--- src/rtl/uart_brk_pkg.sv ---
package uart_brk_pkg;
    typedef enum logic [2:0] {
        S_IDLE, S_START, S_DATA, S_PAR, S_STOP, S_BRKW, S_RECOV
    } rx_state_e;

    localparam int LSR_DR = 0;
    localparam int LSR_OE = 1;
    localparam int LSR_FE = 3;
    localparam int LSR_BI = 4;

    typedef struct packed {
        logic       valid;
        logic       brk;
        logic       fe;
        logic [7:0] data;
    } rx_event_t;
endpackage

--- src/rtl/uart_brk_sync.sv ---
module uart_brk_sync #(
    parameter int STAGES = 2
) (
    input  logic clk,
    input  logic rst_n,
    input  logic d_i,
    output logic q_o
);
    logic [STAGES-1:0] sh_d, sh_q;

    always_comb begin
        sh_d = {sh_q[STAGES-2:0], d_i};
    end

    always_ff @(posedge clk or negedge rst_n) begin
        if (!rst_n) sh_q <= '1;
        else        sh_q <= sh_d;
    end

    assign q_o = sh_q[STAGES-1];
endmodule

--- src/rtl/uart_brk_deframer.sv ---
module uart_brk_deframer
    import uart_brk_pkg::*;
#(
    parameter int OSR = 16
) (
    input  logic      clk,
    input  logic      rst_n,
    input  logic      tick_i,
    input  logic      rx_i,
    input  logic [1:0] cfg_bits_i,
    input  logic      cfg_par_en_i,
    input  logic      cfg_two_stop_i,
    output rx_event_t ev_o
);
    localparam int CW = $clog2(OSR);
    localparam logic [CW-1:0] CNT_LAST = CW'(OSR - 1);
    localparam logic [CW-1:0] CNT_MID  = CW'(OSR / 2 - 1);

    typedef struct packed {
        rx_state_e   st;
        logic [CW-1:0] cnt;
        logic [2:0]  bidx;
        logic [7:0]  shreg;
        logic        seen_one;
        logic        stop_low;
        logic        sidx;
    } df_state_t;

    df_state_t s_d, s_q;
    rx_event_t ev;
    logic [2:0] last_bit;
    logic       all_one, any_low;

    always_comb begin
        s_d      = s_q;
        ev       = '0;
        last_bit = 3'd4 + {1'b0, cfg_bits_i};
        all_one  = s_q.seen_one | rx_i;
        any_low  = s_q.stop_low | ~rx_i;
        if (tick_i) begin
            case (s_q.st)
                S_IDLE: begin
                    if (!rx_i) begin
                        s_d.st  = S_START;
                        s_d.cnt = '0;
                    end
                end
                S_START: begin
                    if (s_q.cnt == CNT_MID) begin
                        if (rx_i) begin
                            s_d.st = S_IDLE;
                        end else begin
                            s_d.st       = S_DATA;
                            s_d.cnt      = '0;
                            s_d.bidx     = '0;
                            s_d.shreg    = '0;
                            s_d.seen_one = 1'b0;
                            s_d.stop_low = 1'b0;
                            s_d.sidx     = 1'b0;
                        end
                    end else begin
                        s_d.cnt = s_q.cnt + 1'b1;
                    end
                end
                S_DATA: begin
                    if (s_q.cnt == CNT_LAST) begin
                        s_d.cnt             = '0;
                        s_d.shreg[s_q.bidx] = rx_i;
                        s_d.seen_one        = all_one;
                        if (s_q.bidx == last_bit)
                            s_d.st = cfg_par_en_i ? S_PAR : S_STOP;
                        else
                            s_d.bidx = s_q.bidx + 1'b1;
                    end else begin
                        s_d.cnt = s_q.cnt + 1'b1;
                    end
                end
                S_PAR: begin
                    if (s_q.cnt == CNT_LAST) begin
                        s_d.cnt      = '0;
                        s_d.seen_one = all_one;
                        s_d.st       = S_STOP;
                    end else begin
                        s_d.cnt = s_q.cnt + 1'b1;
                    end
                end
                S_STOP: begin
                    if (s_q.cnt == CNT_LAST) begin
                        s_d.cnt = '0;
                        if (cfg_two_stop_i && !s_q.sidx) begin
                            s_d.sidx     = 1'b1;
                            s_d.seen_one = all_one;
                            s_d.stop_low = any_low;
                        end else begin
                            ev.valid = 1'b1;
                            if (!all_one) begin
                                ev.brk   = 1'b1;
                                s_d.st   = S_BRKW;
                            end else begin
                                ev.fe    = any_low;
                                ev.data  = s_q.shreg;
                                s_d.st   = S_IDLE;
                            end
                        end
                    end else begin
                        s_d.cnt = s_q.cnt + 1'b1;
                    end
                end
                S_BRKW: begin
                    if (rx_i) begin
                        s_d.st  = S_RECOV;
                        s_d.cnt = '0;
                    end
                end
                S_RECOV: begin
                    if (!rx_i)                   s_d.cnt = '0;
                    else if (s_q.cnt == CNT_LAST) s_d.st  = S_IDLE;
                    else                         s_d.cnt = s_q.cnt + 1'b1;
                end
                default: s_d.st = S_IDLE;
            endcase
        end
    end

    always_ff @(posedge clk or negedge rst_n) begin
        if (!rst_n) begin
            s_q    <= '0;
            s_q.st <= S_IDLE;
        end else begin
            s_q <= s_d;
        end
    end

    assign ev_o = ev;

    // a reported break is followed by the wait-for-high state, never a fresh hunt
    p_break_waits_r7: assert property (@(posedge clk) disable iff (!rst_n)
        ev_o.brk |=> (s_q.st == S_BRKW));

    // no event while the line is held low or recovering
    p_silent_after_break_r8: assert property (@(posedge clk) disable iff (!rst_n)
        (s_q.st == S_BRKW || s_q.st == S_RECOV) |-> !ev_o.valid);

    // recovery ends only after a full high bit time
    p_recover_len_r9: assert property (@(posedge clk) disable iff (!rst_n)
        (s_q.st == S_RECOV && !(tick_i && rx_i && s_q.cnt == CNT_LAST))
        |=> (s_q.st != S_IDLE));

    // a break always carries a zero character
    p_break_zero_r5: assert property (@(posedge clk) disable iff (!rst_n)
        ev_o.brk |-> (ev_o.data == 8'h00 && ev_o.valid));
endmodule

--- src/rtl/uart_brk_regs.sv ---
module uart_brk_regs
    import uart_brk_pkg::*;
(
    input  logic       clk,
    input  logic       rst_n,
    input  rx_event_t  ev_i,
    input  logic       rd_en_i,
    input  logic       rd_addr_i,
    output logic [7:0] rd_data_o,
    output logic       irq_o
);
    typedef struct packed {
        logic [7:0] rbr;
        logic       dr;
        logic       oe;
        logic       fe;
        logic       bi;
        logic [7:0] rdat;
    } reg_state_t;

    reg_state_t r_d, r_q;
    logic [7:0] lsr;
    logic       rbr_rd, lsr_rd;

    always_comb begin
        r_d          = r_q;
        lsr          = '0;
        lsr[LSR_DR]  = r_q.dr;
        lsr[LSR_OE]  = r_q.oe;
        lsr[LSR_FE]  = r_q.fe;
        lsr[LSR_BI]  = r_q.bi;
        rbr_rd       = rd_en_i && !rd_addr_i;
        lsr_rd       = rd_en_i &&  rd_addr_i;
        if (rd_en_i) r_d.rdat = rd_addr_i ? lsr : r_q.rbr;
        if (rbr_rd) r_d.dr = 1'b0;
        if (lsr_rd) begin
            r_d.oe = 1'b0;
            r_d.fe = 1'b0;
            r_d.bi = 1'b0;
        end
        if (ev_i.valid) begin
            r_d.rbr = ev_i.data;
            r_d.dr  = 1'b1;
            r_d.oe  = r_d.oe | (r_q.dr & ~rbr_rd);
            r_d.fe  = r_d.fe | ev_i.fe;
            r_d.bi  = r_d.bi | ev_i.brk;
        end
    end

    always_ff @(posedge clk or negedge rst_n) begin
        if (!rst_n) r_q <= '0;
        else        r_q <= r_d;
    end

    assign rd_data_o = r_q.rdat;
    assign irq_o     = r_q.dr | r_q.bi;

    // a status read with no new event leaves the sticky error flags clear
    p_lsr_clear_r6: assert property (@(posedge clk) disable iff (!rst_n)
        (lsr_rd && !ev_i.valid) |=> (!r_q.bi && !r_q.fe && !r_q.oe));

    // a buffer read with no new event leaves data ready clear
    p_rbr_clear_r4: assert property (@(posedge clk) disable iff (!rst_n)
        (rbr_rd && !ev_i.valid) |=> !r_q.dr);

    // a character landing on unread data flags overrun
    p_overrun_r11: assert property (@(posedge clk) disable iff (!rst_n)
        (ev_i.valid && r_q.dr && !rd_en_i) |=> r_q.oe);

    // a break event raises the request on the next cycle
    p_break_irq_r5: assert property (@(posedge clk) disable iff (!rst_n)
        ev_i.brk |=> (irq_o && r_q.bi));
endmodule

--- src/rtl/uart_brk_rx.sv ---
module uart_brk_rx
    import uart_brk_pkg::*;
#(
    parameter int OSR         = 16,
    parameter int SYNC_STAGES = 2
) (
    input  logic       clk,
    input  logic       rst_n,
    input  logic       os_tick_i,
    input  logic       rx_i,
    input  logic [1:0] cfg_bits_i,
    input  logic       cfg_par_en_i,
    input  logic       cfg_two_stop_i,
    input  logic       rd_en_i,
    input  logic       rd_addr_i,
    output logic [7:0] rd_data_o,
    output logic       irq_o
);
    logic      rx_s;
    rx_event_t ev;

    uart_brk_sync #(.STAGES(SYNC_STAGES)) u_sync (
        .clk   (clk),
        .rst_n (rst_n),
        .d_i   (rx_i),
        .q_o   (rx_s)
    );

    uart_brk_deframer #(.OSR(OSR)) u_deframer (
        .clk            (clk),
        .rst_n          (rst_n),
        .tick_i         (os_tick_i),
        .rx_i           (rx_s),
        .cfg_bits_i     (cfg_bits_i),
        .cfg_par_en_i   (cfg_par_en_i),
        .cfg_two_stop_i (cfg_two_stop_i),
        .ev_o           (ev)
    );

    uart_brk_regs u_regs (
        .clk       (clk),
        .rst_n     (rst_n),
        .ev_i      (ev),
        .rd_en_i   (rd_en_i),
        .rd_addr_i (rd_addr_i),
        .rd_data_o (rd_data_o),
        .irq_o     (irq_o)
    );
endmodule

--- config.mk ---
export PLATFORM = sky130hd
export DESIGN_NAME = uart_brk_rx
export DESIGN_NICKNAME = d
export VERILOG_FILES = /design/src/rtl/uart_brk_pkg.sv /design/src/rtl/uart_brk_sync.sv /design/src/rtl/uart_brk_deframer.sv /design/src/rtl/uart_brk_regs.sv /design/src/rtl/uart_brk_rx.sv
export SDC_FILE = /design/constraint.sdc
export NUM_CORES = 1
export LEC_CHECK = 0
export BUFFER_PORTS_ARGS = -buffer_cell sky130_fd_sc_hd__buf_2
export CELL_PAD_IN_SITES_DETAIL_PLACEMENT = 1
export CELL_PAD_IN_SITES_GLOBAL_PLACEMENT = 2
export CORE_MARGIN = 2
export CORE_UTILIZATION = 37
export CTS_CLUSTER_DIAMETER = 30
export CTS_CLUSTER_SIZE = 16
export DETAILED_ROUTE_END_ITERATION = 10
export PLACE_DENSITY_LB_ADDON = 0.12
export RECOVER_POWER = 50
export REMOVE_ABC_BUFFERS = 1
export SETUP_SLACK_MARGIN = 0.2
export SYNTH_ARGS = -nofsm -noshare
export SYNTH_HDL_FRONTEND = slang
export SYNTH_SLANG_ARGS = --single-unit
--- constraint.sdc ---
create_clock -name clk -period 2.3 [get_ports clk]
set_clock_uncertainty 0.2 [all_clocks]
set_input_delay 0.115 -clock clk [delete_from_list [all_inputs] [get_ports clk]]
set_output_delay 0.115 -clock clk [all_outputs]
set_load 0.03 [all_outputs]
[Yosys cells after proc, flatten, opt, wreduce, memory -nomap -nowiden]
Index checks and enable logic that the tools add are counted.
Storage, ports and cells
  bits of input ports: 10
  word-level logic and storage cells: 113
  bits in registers: 43
  output and inout bits: 9
Cells by class
  reduce and logical (&&, ||, !) cells: 19
  $add $sub $neg: 3
  order comparisons: 2
  eq/ne operators: 24
  bitwise logic cells: 9
  mux-type cells: 42
Operator list (number)
  2-to-1 mux 11 bit: 4
  2-to-1 mux 3 bit: 14
  case mux 11 bit (2 select lines): 1
  case mux 3 bit (7 select lines): 1
  2-to-1 mux 4 bit: 5
  case mux 4 bit (5 select lines): 1
  2-to-1 mux 18 bit: 1
  AND reduction 6 bit: 3
  2-to-1 mux 14 bit: 1
  2-to-1 mux 7 bit: 2
  inequality test 2 x 1 -> 1 bit, second input constant: 7
  2-to-1 mux 12 bit: 1
  inequality test 2 bit, second input constant: 6
  AND reduction 11 bit: 1
  == test 3 bit, second input constant: 3
  2-to-1 mux 9 bit: 1
  bitwise mux 8 bit: 1
  2-to-1 mux 8 bit: 1
  AND reduction 8 bit: 1
  == test 3 x 2 -> 1 bit, second input constant: 2
  inequality test 3 bit, second input constant: 2
  bitwise OR 1 bit: 6
  nonzero test 2 bit: 3
  AND reduction 5 bit: 1
  other kinds (22): 30

[Logic depth before layout (Yosys ltp)]
  word-level depth: 9
  gate-level depth with buffers: 7
  depth with buffers taken out: 6

[Hierarchy]
Synthesis repeated with hierarchy kept, for this count alone.
Unflattened totals
  cell total of the unflattened synthesis: 245
  area total of the unflattened synthesis: 2517.4 um^2
Modules (own cells, without submodules)
  uart_brk_deframer: instances 1, area an instance 1589.0 um^2, seq. area each 525.5 um^2, cells each 176
  uart_brk_regs: instances 1, area an instance 875.8 um^2, seq. area each 500.5 um^2, cells each 67
  uart_brk_sync: instances 1, area an instance 52.6 um^2, seq. area each 52.6 um^2, cells each 2

[Worst setup path after synthesis]
Ideal clock, no wire load.
  path kind: reg-to-reg
  start point: register u_deframer.s_q[14] in the netlist's numbering
  end point: register u_deframer.s_q[18] in the netlist's numbering
  buffers on the path: 0
  required time: 1.975 ns
  path slack: 0.313 ns
  data arrival time: 1.662 ns
  setup time: 0.125 ns
  clock period less this slack: 1.987 ns
  cell stages (with the launch flop): 7
  cells stage by stage: dfrtp_1 ha_1 nand3_4 a311o_1 o21ai_2 nand4b_4 mux2_4
On the way
  longest elaborated chain between the ends: 3
  elaborated cells between the ends (all ways): 8
  classes of those cells: 7 x eq/ne; 1 x reduce/logical
RTL lines
  from (decl): RTL line uart_brk_deframer.sv:29  | df_state_t s_d, s_q;
  == test 4 bit / == test 4 x 3 -> 1 bit (equally long branches)
  inequality test 2 x 1 -> 1 bit (no source line)
  AND reduction 11 bit (no source line) (*)
Mark *: on every way between the ends. The rest lies on a longest branch, timed or not.
A chain may end at the register's enable or synchronous reset.

[Final worst setup path]
Ends and elaborated chain as after synthesis.

==> metrics <==
Port Buffers 18; startpoint types flop; largest net degree at the start of global routing 44; fraction of registers with async set/reset 100.0%; internal power approximately 0.0014 W; WHS roughly 0.0026 ns; Antenna Cells 0; FP Rows 29; FMAX 493.0 MHz; Syn Std Cell Area 2367 um2; DR iter-0 viols 79; Setup Viol. Count Final 0; Pre-antenna DRT Iters 4; Worst-Skew Late Latency roughly 0.30 ns; class of the worst hold path primary input to flop; final hold viol count 0; sw power 0.0009450 W; die height 83.99 um; final wirelength about 5.6 mm; initial antenna violation count 0; CTS Buf Count 5; die area 7053 um2; CP Data Required Time 2.29 ns; Total GRT Usage 16.80%; routed len/inst 15.78 um; Core ar. roughly 6300 um2; CTS clock-pin slew for the worst setup and hold paths 0.09 ns; Clock Path Buffers 2; DRT antenna net count 0; worst path arrival time 2.02 ns; Clock power frac 21.0%; DP Wirelength 3.971 mm; CTS H-tree lvls 2; Avg Cell Area, Syn 9.035 um2; final period utilization around 88%; Max Cap Viol 0; num ports 19; crit path kind flop to flop; setup_tns 0 ns; endpoint type of the worst setup path flop; Gate power share 35.3%; LEAKAGE roughly 1.2 nW; Slew Viols, Final 0; total power 0.002345 W; Initial Util a little under two fifths; Die Width 83.99 um; clk root buf clkbuf_8; Yosys warning total 0; DRC Markers 0; Reg power frac 43.6%; Via density 5.453; vias in the first global route 1,870; Layout Nets about 290; share of layout cells above drive strength 1 around 19%; switching share of power a little over 40%; P per Cell Area 887.1 nW/um2; Tmin final 2.029 ns; CP Max Fanout 8; Gate Count Post-Synth 262; via count a little under 2k; VDD IR max 0.4787 mV; first-pass GRT wire length 9.570 mm; Rel. slew slack 26.94%; Area Overhead vs Synth 11.68%; total grt overflow 0; # clock sinks 43; synth unique cells 45; RePlAce Congestion 0.7905; Least-Margin Pin Slew 1.096 ns; EDFF count, synth 0; CTS tree built; RSZ-0062 raised after global routing true; sequential fraction of the synthesis area 45.56%; Main synth FF type dfrtp_1; status finished, final reports clean; fill cell count around 760; #FFs+latches synth 43
## flip-flops by register name, indices dropped and copies added (netlist names)
| register | cells |
|---|---|
| u_regs.r_q | 8 |
| u_deframer.s_q | 21 |
| u_regs.lsr | 4 |
| u_regs.rd_data_o | 8 |
| u_sync.sh_q | 2 |
## through the flow
stage / utilization, % / worst slack [ns] / std cells / cell area (um2)
6_report: 42.12 / 0.2715 / 358 / 2644
5_1_grt: 42.12 / 0.1493 / 358 / 2644
4_1_cts: 41.40 / 0.1898 / 357 / 2599
3_5_place_dp: 39.37 / 0.1442 / 345 / 2471
3_3_place_gp: 39.37 / 0.2029 / 345 / 2471
2_1_floorplan: - / 0.3135 / 240 / 2210
## Yosys cell counts (2+ instances only)
master,count,area [um2]
a21bo_1,2,20.02
a21boi_1,2,15.01
a21oi_1,17,85.08
a31oi_1,12,75.07
buf_2,2,10.01
buf_4,9,67.56
clkbuf_1,6,22.52
clkbuf_8,3,41.29
dfrtp_1,41,1026
dfstp_2,2,52.55
ha_1,2,25.02
inv_1,17,63.81
mux2i_1,7,70.07
nand2_1,31,116.4
nand2b_1,5,31.28
nand3_1,22,110.1
nand3b_1,2,15.01
nand4_1,2,12.51
nor2_1,10,37.54
nor2b_1,5,31.28
nor3b_1,2,15.01
o21ai_0,24,120.1
o21ai_1,11,55.05
o31ai_1,2,15.01
or2_2,2,12.51
xnor2_1,3,26.28
## worst max-delay path, cell delays in order (launching register included)
cell,delay (ns)
dfrtp_1,0.42
ha_4,0.21
nand3_4,0.13
a311o_1,0.40
o21ai_2,0.09
nand4b_4,0.16
mux2_4,0.32
## layout by cell type (no fill, tap or decap), types with 4 or more instances in the layout
cell type	synthesis	routed
clkbuf_8	3	5
nand2b_1	5	5
buf_2	2	17
nand3_1	22	22
a21oi_1	17	17
o21ai_0	24	21
dlygate4sd3_1	0	4
inv_1	17	17
nor2b_1	5	5
nor2_1	10	10
buf_4	9	10
dfrtp_1	41	38
a31oi_1	12	12
o21ai_1	11	14
mux2i_1	7	7
nand2_1	31	31
## power by group through the flow
| stage | clock (W) | sequential, W | combinational (W) |
|---|---|---|---|
| after global placement | 0 | 0.00102 | 0.000770 |
| after CTS | 0.000513 | 0.00101 | 0.000792 |
| after detailed placement | 0 | 0.00102 | 0.000780 |
| after global routing | 0.000541 | 0.00105 | 0.000927 |
| final | 0.000493 | 0.00102 | 0.000829 |
| after floorplan | 0 | 0.00100 | 0.000504 |
## worst paths after layout
kind / from / depth (start not counted) / to / slack, ns
max: u_deframer.s_q[14] / 6 / u_deframer.s_q[18] / 0.27
min: cfg_par_en_i / 4 / u_deframer.s_q[18] / 0.003
max reg2reg: u_deframer.s_q[14] / 6 / u_deframer.s_q[18] / 0.27
min reg2reg: u_sync.sh_q[0] / 0 / u_sync.sh_q[1] / 0.15
max in group asynchronous: rst_n / 3 / u_deframer.s_q[18] / 0.72
min in group asynchronous: rst_n / 3 / u_regs.rd_data_o[1] / 0.44
## layer usage
metal / routed length (um) / GRT usage (%) / share of wire (%)
met5: 0 / 0 / 0
met4: 52 / 5.132 / 0.92
met3: 142 / 3.264 / 2.5
met2: 2669 / 27.27 / 47
met1: 2785 / 22.70 / 49
## layout make-up
type                       instances  area (um2)  area share [%]
multi-input combinational        180        1107           41.88
inverter                          17       63.81           2.414
timing repair buffer              33       209.0           7.903
clock buffer                       6       72.57           2.745
clock inverter                     2       12.51          0.4733
tap                               77       96.34           3.644
sequential                        43        1082           40.94
## kinds of logic (layout without fill, tap and decap cells)
kind of cell / after synthesis / count (layout) / synth area share [%]
compound gates: 79 / 79 / 19.93
buf+inv: 39 / 58 / 9.355
flops: 43 / 43 / 45.56
xor+xnor: 3 / 3 / 1.110
fa+ha+maj: 2 / 2 / 1.057
simple gates: 88 / 88 / 19.40
mux: 8 / 8 / 3.594
## repair_timing
item / 4_1_cts / 5_1_grt
hold endpoints to repair: 48 / 0
setup endpoints to repair: 3 / 26
pin swaps: 1 / 1
gates resized for setup: 1 / 11
hold buffers: 4 / 0
setup buffers: 0 / 1
No activity file was read; power rests on OpenSTA's default activity.
